===== src/rtl/cmdw_pkg.sv =====
package cmdw_pkg;

  // bit positions inside command bytes
  localparam int unsigned B_IC4  = 0;  // opening word: mode word follows
  localparam int unsigned B_SNGL = 1;  // opening word: standalone
  localparam int unsigned B_ADI  = 2;  // opening word: spacing of 4
  localparam int unsigned B_LTIM = 3;  // opening word: level trigger
  localparam int unsigned B_INIT = 4;  // address-low: opening word marker
  localparam int unsigned B_OW3  = 3;  // address-low: read-select command
  localparam int unsigned B_EOI  = 5;  // end-of-interrupt request

  typedef enum logic [2:0] {
    ST_IDLE = 3'd0,
    ST_W2   = 3'd1,
    ST_W3   = 3'd2,
    ST_W4   = 3'd3,
    ST_RUN  = 3'd4
  } seq_state_t;

  typedef struct packed {
    logic init;
    logic ow2;
    logic ow3;
    logic hi;
  } wr_kind_t;

endpackage


===== src/rtl/cmdw_wr_detect.sv =====
module cmdw_wr_detect
  import cmdw_pkg::*;
(
  input  logic       clk,
  input  logic       rst,
  input  logic       cs_n,
  input  logic       wr_n,
  input  logic       addr,
  input  logic [1:0] sel_bits,   // {bit4, bit3} of the write data
  output logic       wr_stb,
  output wr_kind_t   kind
);

  logic armed;

  // one acceptance per low period of wr_n
  always_ff @(posedge clk) begin
    if (rst)            armed <= 1'b1;
    else if (wr_n)      armed <= 1'b1;
    else if (!cs_n)     armed <= 1'b0;
  end

  assign wr_stb = !cs_n && !wr_n && armed;

  always_comb begin
    kind.hi   = addr;
    kind.init = !addr &&  sel_bits[1];
    kind.ow2  = !addr && !sel_bits[1] && !sel_bits[0];
    kind.ow3  = !addr && !sel_bits[1] &&  sel_bits[0];
  end

endmodule


===== src/rtl/cmdw_seq_fsm.sv =====
module cmdw_seq_fsm
  import cmdw_pkg::*;
(
  input  logic     clk,
  input  logic     rst,
  input  logic     wr_stb,
  input  wr_kind_t kind,
  input  logic     cfg_single,
  input  logic     cfg_ic4,
  output logic     ld_w1,
  output logic     ld_w2,
  output logic     ld_w3,
  output logic     ld_w4,
  output logic     ld_mask,
  output logic     ld_ow2,
  output logic     ld_ow3,
  output logic     ready
);

  seq_state_t st, nxt;

  always_comb begin
    nxt     = st;
    ld_w1   = 1'b0;
    ld_w2   = 1'b0;
    ld_w3   = 1'b0;
    ld_w4   = 1'b0;
    ld_mask = 1'b0;
    ld_ow2  = 1'b0;
    ld_ow3  = 1'b0;
    if (wr_stb) begin
      if (kind.init) begin
        ld_w1 = 1'b1;
        nxt   = ST_W2;
      end else begin
        unique case (st)
          ST_W2: if (kind.hi) begin
            ld_w2 = 1'b1;
            if (!cfg_single)  nxt = ST_W3;
            else if (cfg_ic4) nxt = ST_W4;
            else              nxt = ST_RUN;
          end
          ST_W3: if (kind.hi) begin
            ld_w3 = 1'b1;
            nxt   = cfg_ic4 ? ST_W4 : ST_RUN;
          end
          ST_W4: if (kind.hi) begin
            ld_w4 = 1'b1;
            nxt   = ST_RUN;
          end
          ST_RUN: begin
            ld_mask = kind.hi;
            ld_ow2  = kind.ow2;
            ld_ow3  = kind.ow3;
          end
          default: ;
        endcase
      end
    end
  end

  always_ff @(posedge clk) begin
    if (rst) begin
      st    <= ST_IDLE;
      ready <= 1'b0;
    end else begin
      st    <= nxt;
      ready <= (nxt == ST_RUN);
    end
  end

endmodule


===== src/rtl/cmdw_cfg_regs.sv =====
module cmdw_cfg_regs
  import cmdw_pkg::*;
#(
  parameter int DATA_W = 8,
  parameter int MODE_W = 5,
  parameter int RSEL_W = 2
) (
  input  logic              clk,
  input  logic              rst,
  input  logic [DATA_W-1:0] wdata,
  input  logic              ld_w1,
  input  logic              ld_w2,
  input  logic              ld_w3,
  input  logic              ld_w4,
  input  logic              ld_mask,
  input  logic              ld_ow2,
  input  logic              ld_ow3,
  output logic              cfg_ic4,
  output logic              cfg_single,
  output logic              cfg_adi,
  output logic              cfg_ltim,
  output logic [DATA_W-1:0] vec_base,
  output logic [DATA_W-1:0] casc_word,
  output logic [MODE_W-1:0] mode_word,
  output logic [DATA_W-1:0] irq_mask,
  output logic              eoi_pulse,
  output logic              rdsel_pulse,
  output logic [RSEL_W-1:0] rdsel
);

  // opening-word flags
  always_ff @(posedge clk) begin
    if (rst) begin
      cfg_ic4    <= 1'b0;
      cfg_single <= 1'b0;
      cfg_adi    <= 1'b0;
      cfg_ltim   <= 1'b0;
    end else if (ld_w1) begin
      cfg_ic4    <= wdata[B_IC4];
      cfg_single <= wdata[B_SNGL];
      cfg_adi    <= wdata[B_ADI];
      cfg_ltim   <= wdata[B_LTIM];
    end
  end

  always_ff @(posedge clk) begin
    if (rst)        vec_base <= '0;
    else if (ld_w2) vec_base <= wdata;
  end

  always_ff @(posedge clk) begin
    if (rst)        casc_word <= '0;
    else if (ld_w3) casc_word <= wdata;
  end

  // mode word cleared when the opening word omits it
  always_ff @(posedge clk) begin
    if (rst)                          mode_word <= '0;
    else if (ld_w1 && !wdata[B_IC4])  mode_word <= '0;
    else if (ld_w4)                   mode_word <= wdata[MODE_W-1:0];
  end

  // mask: one flop per line
  for (genvar i = 0; i < DATA_W; i++) begin : g_mask
    always_ff @(posedge clk) begin
      if (rst || ld_w1) irq_mask[i] <= 1'b0;
      else if (ld_mask) irq_mask[i] <= wdata[i];
    end
  end

  always_ff @(posedge clk) begin
    if (rst) begin
      eoi_pulse   <= 1'b0;
      rdsel_pulse <= 1'b0;
      rdsel       <= '0;
    end else begin
      eoi_pulse   <= ld_ow2 && wdata[B_EOI];
      rdsel_pulse <= ld_ow3;
      if (ld_ow3) rdsel <= wdata[RSEL_W-1:0];
    end
  end

endmodule


===== src/rtl/cmdw_init_seq.sv =====
module cmdw_init_seq
  import cmdw_pkg::*;
#(
  parameter int DATA_W = 8,
  parameter int MODE_W = 5,
  parameter int RSEL_W = 2
) (
  input  logic              clk,
  input  logic              rst,
  input  logic              cs_n,
  input  logic              wr_n,
  input  logic              addr,
  input  logic [DATA_W-1:0] wdata,
  output logic              ready,
  output logic              trig_level,
  output logic              intv4,
  output logic              single_mode,
  output logic [DATA_W-1:0] vec_base,
  output logic [DATA_W-1:0] casc_word,
  output logic [MODE_W-1:0] mode_word,
  output logic [DATA_W-1:0] irq_mask,
  output logic              eoi_pulse,
  output logic              rdsel_pulse,
  output logic [RSEL_W-1:0] rdsel
);

  logic     wr_stb;
  wr_kind_t kind;
  logic     cfg_ic4;
  logic     ld_w1, ld_w2, ld_w3, ld_w4, ld_mask, ld_ow2, ld_ow3;

  cmdw_wr_detect u_det (
    .clk      (clk),
    .rst      (rst),
    .cs_n     (cs_n),
    .wr_n     (wr_n),
    .addr     (addr),
    .sel_bits ({wdata[B_INIT], wdata[B_OW3]}),
    .wr_stb   (wr_stb),
    .kind     (kind)
  );

  cmdw_seq_fsm u_fsm (
    .clk        (clk),
    .rst        (rst),
    .wr_stb     (wr_stb),
    .kind       (kind),
    .cfg_single (single_mode),
    .cfg_ic4    (cfg_ic4),
    .ld_w1      (ld_w1),
    .ld_w2      (ld_w2),
    .ld_w3      (ld_w3),
    .ld_w4      (ld_w4),
    .ld_mask    (ld_mask),
    .ld_ow2     (ld_ow2),
    .ld_ow3     (ld_ow3),
    .ready      (ready)
  );

  cmdw_cfg_regs #(
    .DATA_W (DATA_W),
    .MODE_W (MODE_W),
    .RSEL_W (RSEL_W)
  ) u_regs (
    .clk         (clk),
    .rst         (rst),
    .wdata       (wdata),
    .ld_w1       (ld_w1),
    .ld_w2       (ld_w2),
    .ld_w3       (ld_w3),
    .ld_w4       (ld_w4),
    .ld_mask     (ld_mask),
    .ld_ow2      (ld_ow2),
    .ld_ow3      (ld_ow3),
    .cfg_ic4     (cfg_ic4),
    .cfg_single  (single_mode),
    .cfg_adi     (intv4),
    .cfg_ltim    (trig_level),
    .vec_base    (vec_base),
    .casc_word   (casc_word),
    .mode_word   (mode_word),
    .irq_mask    (irq_mask),
    .eoi_pulse   (eoi_pulse),
    .rdsel_pulse (rdsel_pulse),
    .rdsel       (rdsel)
  );

endmodule


===== config.mk =====
export PLATFORM = sky130hd
export DESIGN_NAME = cmdw_init_seq
export DESIGN_NICKNAME = d
export VERILOG_FILES = /design/src/rtl/cmdw_pkg.sv /design/src/rtl/cmdw_wr_detect.sv /design/src/rtl/cmdw_seq_fsm.sv /design/src/rtl/cmdw_cfg_regs.sv /design/src/rtl/cmdw_init_seq.sv
export SDC_FILE = /design/constraint.sdc
export NUM_CORES = 1
export LEC_CHECK = 0
export BUFFER_PORTS_ARGS = -buffer_cell sky130_fd_sc_hd__buf_2
export CAP_MARGIN = 5
export CELL_PAD_IN_SITES_DETAIL_PLACEMENT = 0
export CELL_PAD_IN_SITES_GLOBAL_PLACEMENT = 1
export CORE_AREA = 10 10 80 82
export DETAILED_ROUTE_END_ITERATION = 7
export DIE_AREA = 0 0 90 92
export PLACE_DENSITY = 0.7
export SLEW_MARGIN = 30
export SYNTH_ARGS = -nofsm -noshare
export SYNTH_HDL_FRONTEND = slang
export SYNTH_HIERARCHICAL = 1
export SYNTH_SLANG_ARGS = --single-unit

===== constraint.sdc =====
create_clock -name clk -period 1.7 [get_ports clk]
set_input_delay 0.255 -clock clk [delete_from_list [all_inputs] [get_ports clk]]
set_output_delay 0.255 -clock clk [all_outputs]
set_load 0.005 [all_outputs]

After elaboration in Yosys (flattened, before gate mapping)
Cells that the tools add are included.
W data, S select, Z words.
{"block": "word_totals", "ff_bits": 42, "elab_cells": 72, "out_inout_bits": 37, "input_bits": 13}
{"block": "op_classes", "mux": 29, "n_eq_ne": 5, "reduce_logical": 17}
{"operator": "$mux W1", "n": 21}
{"operator": "$mux W3", "n": 7}
{"operator": "$pmux W3 S3", "n": 1}
{"operator": "$logic_and A1 B1 Y1", "n": 8}
{"operator": "$eq A3 B2 Y1 const B", "n": 2}
{"operator": "$eq A3 B3 Y1 const B", "n": 2}
{"operator": "$logic_not A1 Y1", "n": 6}
{"operator": "$reduce_or A2 Y1", "n": 2}
{"operator": "$eq A3 B1 Y1 const B", "n": 1}
{"operator": "$logic_or A1 B1 Y1", "n": 1}

Logic depth before layout (Yosys ltp)
{"block": "depth", "depth_word": 7, "ltp_mapped": 8, "mapped_depth_nobuf": 7}

By module
The synthesis kept the hierarchy.
{"mod": "cmdw_cfg_regs", "seq_area_each_um2": 740.7, "cells_each": 121, "instances": 1, "area_each_um2": 1336.3}
{"mod": "cmdw_seq_fsm", "seq_area_each_um2": 80.1, "cells_each": 32, "instances": 1, "area_each_um2": 256.5}
{"mod": "cmdw_wr_detect", "seq_area_each_um2": 20.0, "cells_each": 7, "instances": 1, "area_each_um2": 62.6}

Worst setup path after synthesis
Ideal clock, no wire load.
{"block": "synth_path", "kind": "register -> register", "start": "register u_det.armed", "end": "register u_regs.vec_base[3]", "synth_period_minus_slack_ns": 1.580, "path_buffers": 1, "required_ns": 1.572, "path_stages_with_launch": 9, "arrival_ns": 1.452, "path_slack_ns": 0.120, "setup_time_ns": 0.128, "cell_sequence": "dfxtp_1 -> nor3b_1 -> nand2_1 -> nor3_1 -> nand2_1 -> nor2_1 -> buf_2 -> mux2i_1 -> nor2_1"}
{"block": "synth_via", "elab_chain_cells": 2}
{"item": "from (decl)", "line": "cmdw_wr_detect.sv:14", "text": "logic armed;"}
{"item": "from (signal assigned)", "line": "cmdw_wr_detect.sv:18", "text": "if (rst) armed <= 1'b1;"}
{"item": "from (signal assigned)", "line": "cmdw_wr_detect.sv:19", "text": "else if (wr_n) armed <= 1'b1;"}
{"item": "from (signal assigned)", "line": "cmdw_wr_detect.sv:20", "text": "else if (!cs_n) armed <= 1'b0;"}
{"item": "$logic_and A1 B1 Y1", "line": "cmdw_wr_detect.sv:23", "text": "assign wr_stb = !cs_n && !wr_n && armed;"}
{"item": "via wr_stb", "line": "cmdw_init_seq.sv:27", "text": "logic wr_stb;"}
{"item": "$mux W1", "line": "cmdw_seq_fsm.sv:31", "text": "if (wr_stb) begin"}
{"item": "via ld_w2", "line": "cmdw_init_seq.sv:30", "text": "logic ld_w1, ld_w2, ld_w3, ld_w4, ld_mask, ld_ow2, ld_ow3;"}
{"item": "to (signal assigned)", "line": "cmdw_cfg_regs.sv:48", "text": "else if (ld_w2) vec_base <= wdata;"}
{"item": "to (decl)", "line": "cmdw_cfg_regs.sv:22", "text": "output logic [DATA_W-1:0] vec_base,"}
The timed path passes the listed nets, and every way through them passes these cells.
A chain may end at the register's enable or synchronous reset.

Worst setup path after layout
{"block": "layout_path", "start": "register u_det.armed", "end": "register u_regs.vec_base[7]"}
The elaborated chain is that of the path after synthesis.

==> results.md <==
- CP startpoint: u_det/armed
- Num rows: 26
- Clk root buf: clkbuf_8
- Fin nets: 229
- DR DRC count: 0
- Final setup viols: 0
- FF-to-FF path depth: 9
- Vias in the first global route: 1,279
- Initial antenna violation count: 0
- CP endpoint: u_regs/vec_base[7]
- Synthesized instance count: 160
- Synth Register Bits: 42
- Multiplexer area fraction after synthesis: 20.56%
- Pwr Density: 810.5 nW/µm²
- Global-route wire length before repair: 6575 µm
- Final Skew: 0.008910 ns
- # Max-Cap Violations: 0
- Clock buffer depth: 2
- CTS Sinks: 42
- Total of fill cells in the finished design: 505
- Overflow after GRT: 0
- Die Span X: 90 µm
- Drt first pass iters: 4
- Status: finished, final reports clean
- Postcts setup bufs: 0
- Fin crit period: 1.603 ns
- Worst skew pair latency: 0.30 ns
- Total Power: 1.748 mW
- Mapped Area: 1655 µm²
- Final Hold Fails: 0
- Synth Area in Simple Gates: 19.73%
- H-tree depth: 2
- Wire per inst: 14.55 µm
- CP startpoint kind: flip-flop
- Area growth from synthesis to layout: 30.31%
- Relative slew slack: 75.74%
- Antenna cell count: 0
- Tightest Hold Check Type: in -> reg
- Vias per cell: 4.456
- I/O pin count: 50
- Mapped Nets: 173
- Synth warn: 6
- DRT iter0 DRCs: 59
- CTS Buf Count: 5
- Hold_sp: wr_n
- CTS tree: yes
- Hpwl dp: 3089 µm
- VDD IR max: 0.0004140 V
- Fmax: 624.0 MHz
- Arr. time, crit path: 1.78 ns
- Initial Util: 33.70%
- Max Slew Vio Count: 0
- Die area: 8280 µm²
- Final period util: 94.27%
- Crit-path max FO: 5
- EDFF count, synth: 0
- Register area share after synthesis: 50.79%
- Gpl congestion: 0.7237
- Vias: 1,279
- Async S/R FF share, synth: 0%
- Worst reg-to-reg setup slack: 0.1 ns
- Worst Setup End Kind: flip-flop
- CTS clk-pin slew, worst paths: 0.08 ns
- Setup TNS: 0 ns
- Die Span Y: 92 µm
- Hold Path Depth: 2
- Worst slew pin tran: 0.3639 ns
- Critical R2R Capture: u_regs/vec_base[7]
- Core Region: 4912 µm²
- Synth unique cells: 30
- Syn_area_per_cell: 10.35 µm²
- Leak: 0.8966 nW
- Post-Synth Adder-Cell Area: 0%
- GRT Overall Usage: 9.805%
- Ys flop type: dfxtp_1
- Routed Antenna Nets: 0
- Combinational family with the most area after synthesis: multiplexers
- Layout cells sized above 1: 39.17%
- Largest net degree at the start of global routing: 19
- Data required, critical path: 1.88 ns
- Critical path type: reg -> reg
- Synth Area in XOR/XNOR: 0%
- Final WL: 4177 µm
- Synth Area in Compound Gates: 4.611%
- PortBufs: 49
- Reg-to-Reg Start: u_det/armed
-- cell families (layout without fill, tap and decap cells) --
kind of cell,Yosys count,in the layout
buffers and inverters,12,69
muxes,34,34
AOI/OAI and AO/OA,10,10
DFF,42,42
and+or+nand+nor,62,62
-- synthesized netlist by cell type, types with 2 or more instances --
library cell	instances	area share, %
mux2i_1	34	21
dfxtp_1	42	51
a21oi_1	2	0.60
nor2_2	8	3.0
nor2b_1	5	1.9
buf_2	6	1.8
inv_1	2	0.45
nor2_1	25	5.7
buf_6	2	1.4
and2_1	4	1.5
nor3_1	7	2.1
nand2_1	4	0.91
nor3b_1	2	0.91
-- worst min-delay path by stage --
stage	end
global placement	u_det/armed
detailed placement	u_det/armed
floorplan	u_fsm/st[0]
global route	u_det/armed
finish	u_det/armed
CTS	u_det/armed
-- per-stage QoR --
step           cells  cell area (µm²)  utilization, %  setup slack (ns)  hold slack [ns]
6_report         287             2157           43.91           0.09738           0.1738
5_1_grt          287             2157           43.91         -0.003059           0.1818
4_1_cts          287             2136           43.48           0.05312           0.1589
3_5_place_dp     279             2037           41.47           -0.1129           0.4493
3_3_place_gp     279             2037           41.47          -0.07133           0.4360
2_1_floorplan    160             1655               -            0.1202           0.3241
-- what timing repair did --
item / in CTS / in global routing
hold buffers: 0 / 0
gates resized for setup: 2 / 6
pin swaps: 0 / 2
setup endpoints to repair: 12 / 8
hold endpoints to repair: 0 / 0
-- critical path, cell delays in order (launching register included) --
cell and delay (ns):
dfxtp_2 0.33, nor3b_2 0.15, buf_4 0.14, nand2_2 0.07, nor3_4 0.19, nand2_1 0.09, nor2_2 0.15, buf_6 0.15
mux2i_1 0.18, nor2_1 0.05
-- per-layer routing --
metal	track usage (%)	routed length [µm]	share of wire [%]
met1	12.18	2046	49
met3	4.156	251	6.0
met2	14.83	1823	44
met5	0	0	0
met4	3.581	55	1.3
-- where the power goes --
part	total [mW]	internal (mW)	leakage [nW]	switching, mW
Clock	0.664	0.294	0.0408	0.370
Sequential	0.991	0.987	0.338	0.00381
Combinational	0.0933	0.0383	0.518	0.0550
Total	1.75	1.32	0.897	0.429
-- cells in the final DEF (no fill, tap or decap), types with 4 or more instances in the layout --
cell      instances
and2_1            4
buf_2            49
buf_4             6
clkbuf_8          5
dfxtp_1          41
mux2i_1          34
nor2_1           24
nor2_2            9
nor2b_1           5
nor3_1            6
-- area by class of cell --
| cell class | count | area [µm²] | area share (%) |
|---|---|---|---|
| Timing Repair Buffer | 59 | 361.6 | 16.76 |
| Sequential cell | 42 | 842.1 | 39.04 |
| Multi-Input combinational cell | 106 | 765.7 | 35.50 |
| Clock buffer | 5 | 68.82 | 3.190 |
| Tap cell | 70 | 87.58 | 4.060 |
| Inverter | 2 | 7.507 | 0.3480 |
| Clock inverter | 3 | 23.77 | 1.102 |
-- registers in the layout, summed over array words and instances (netlist names), 2 cells and up --
signal and cells:
u_regs/casc_word 8, u_regs/irq_mask 8, u_regs/vec_base 8, u_regs/mode_word 5, u_fsm/st 3, u_regs/rdsel 2
(Power assumes the default switching activity.)
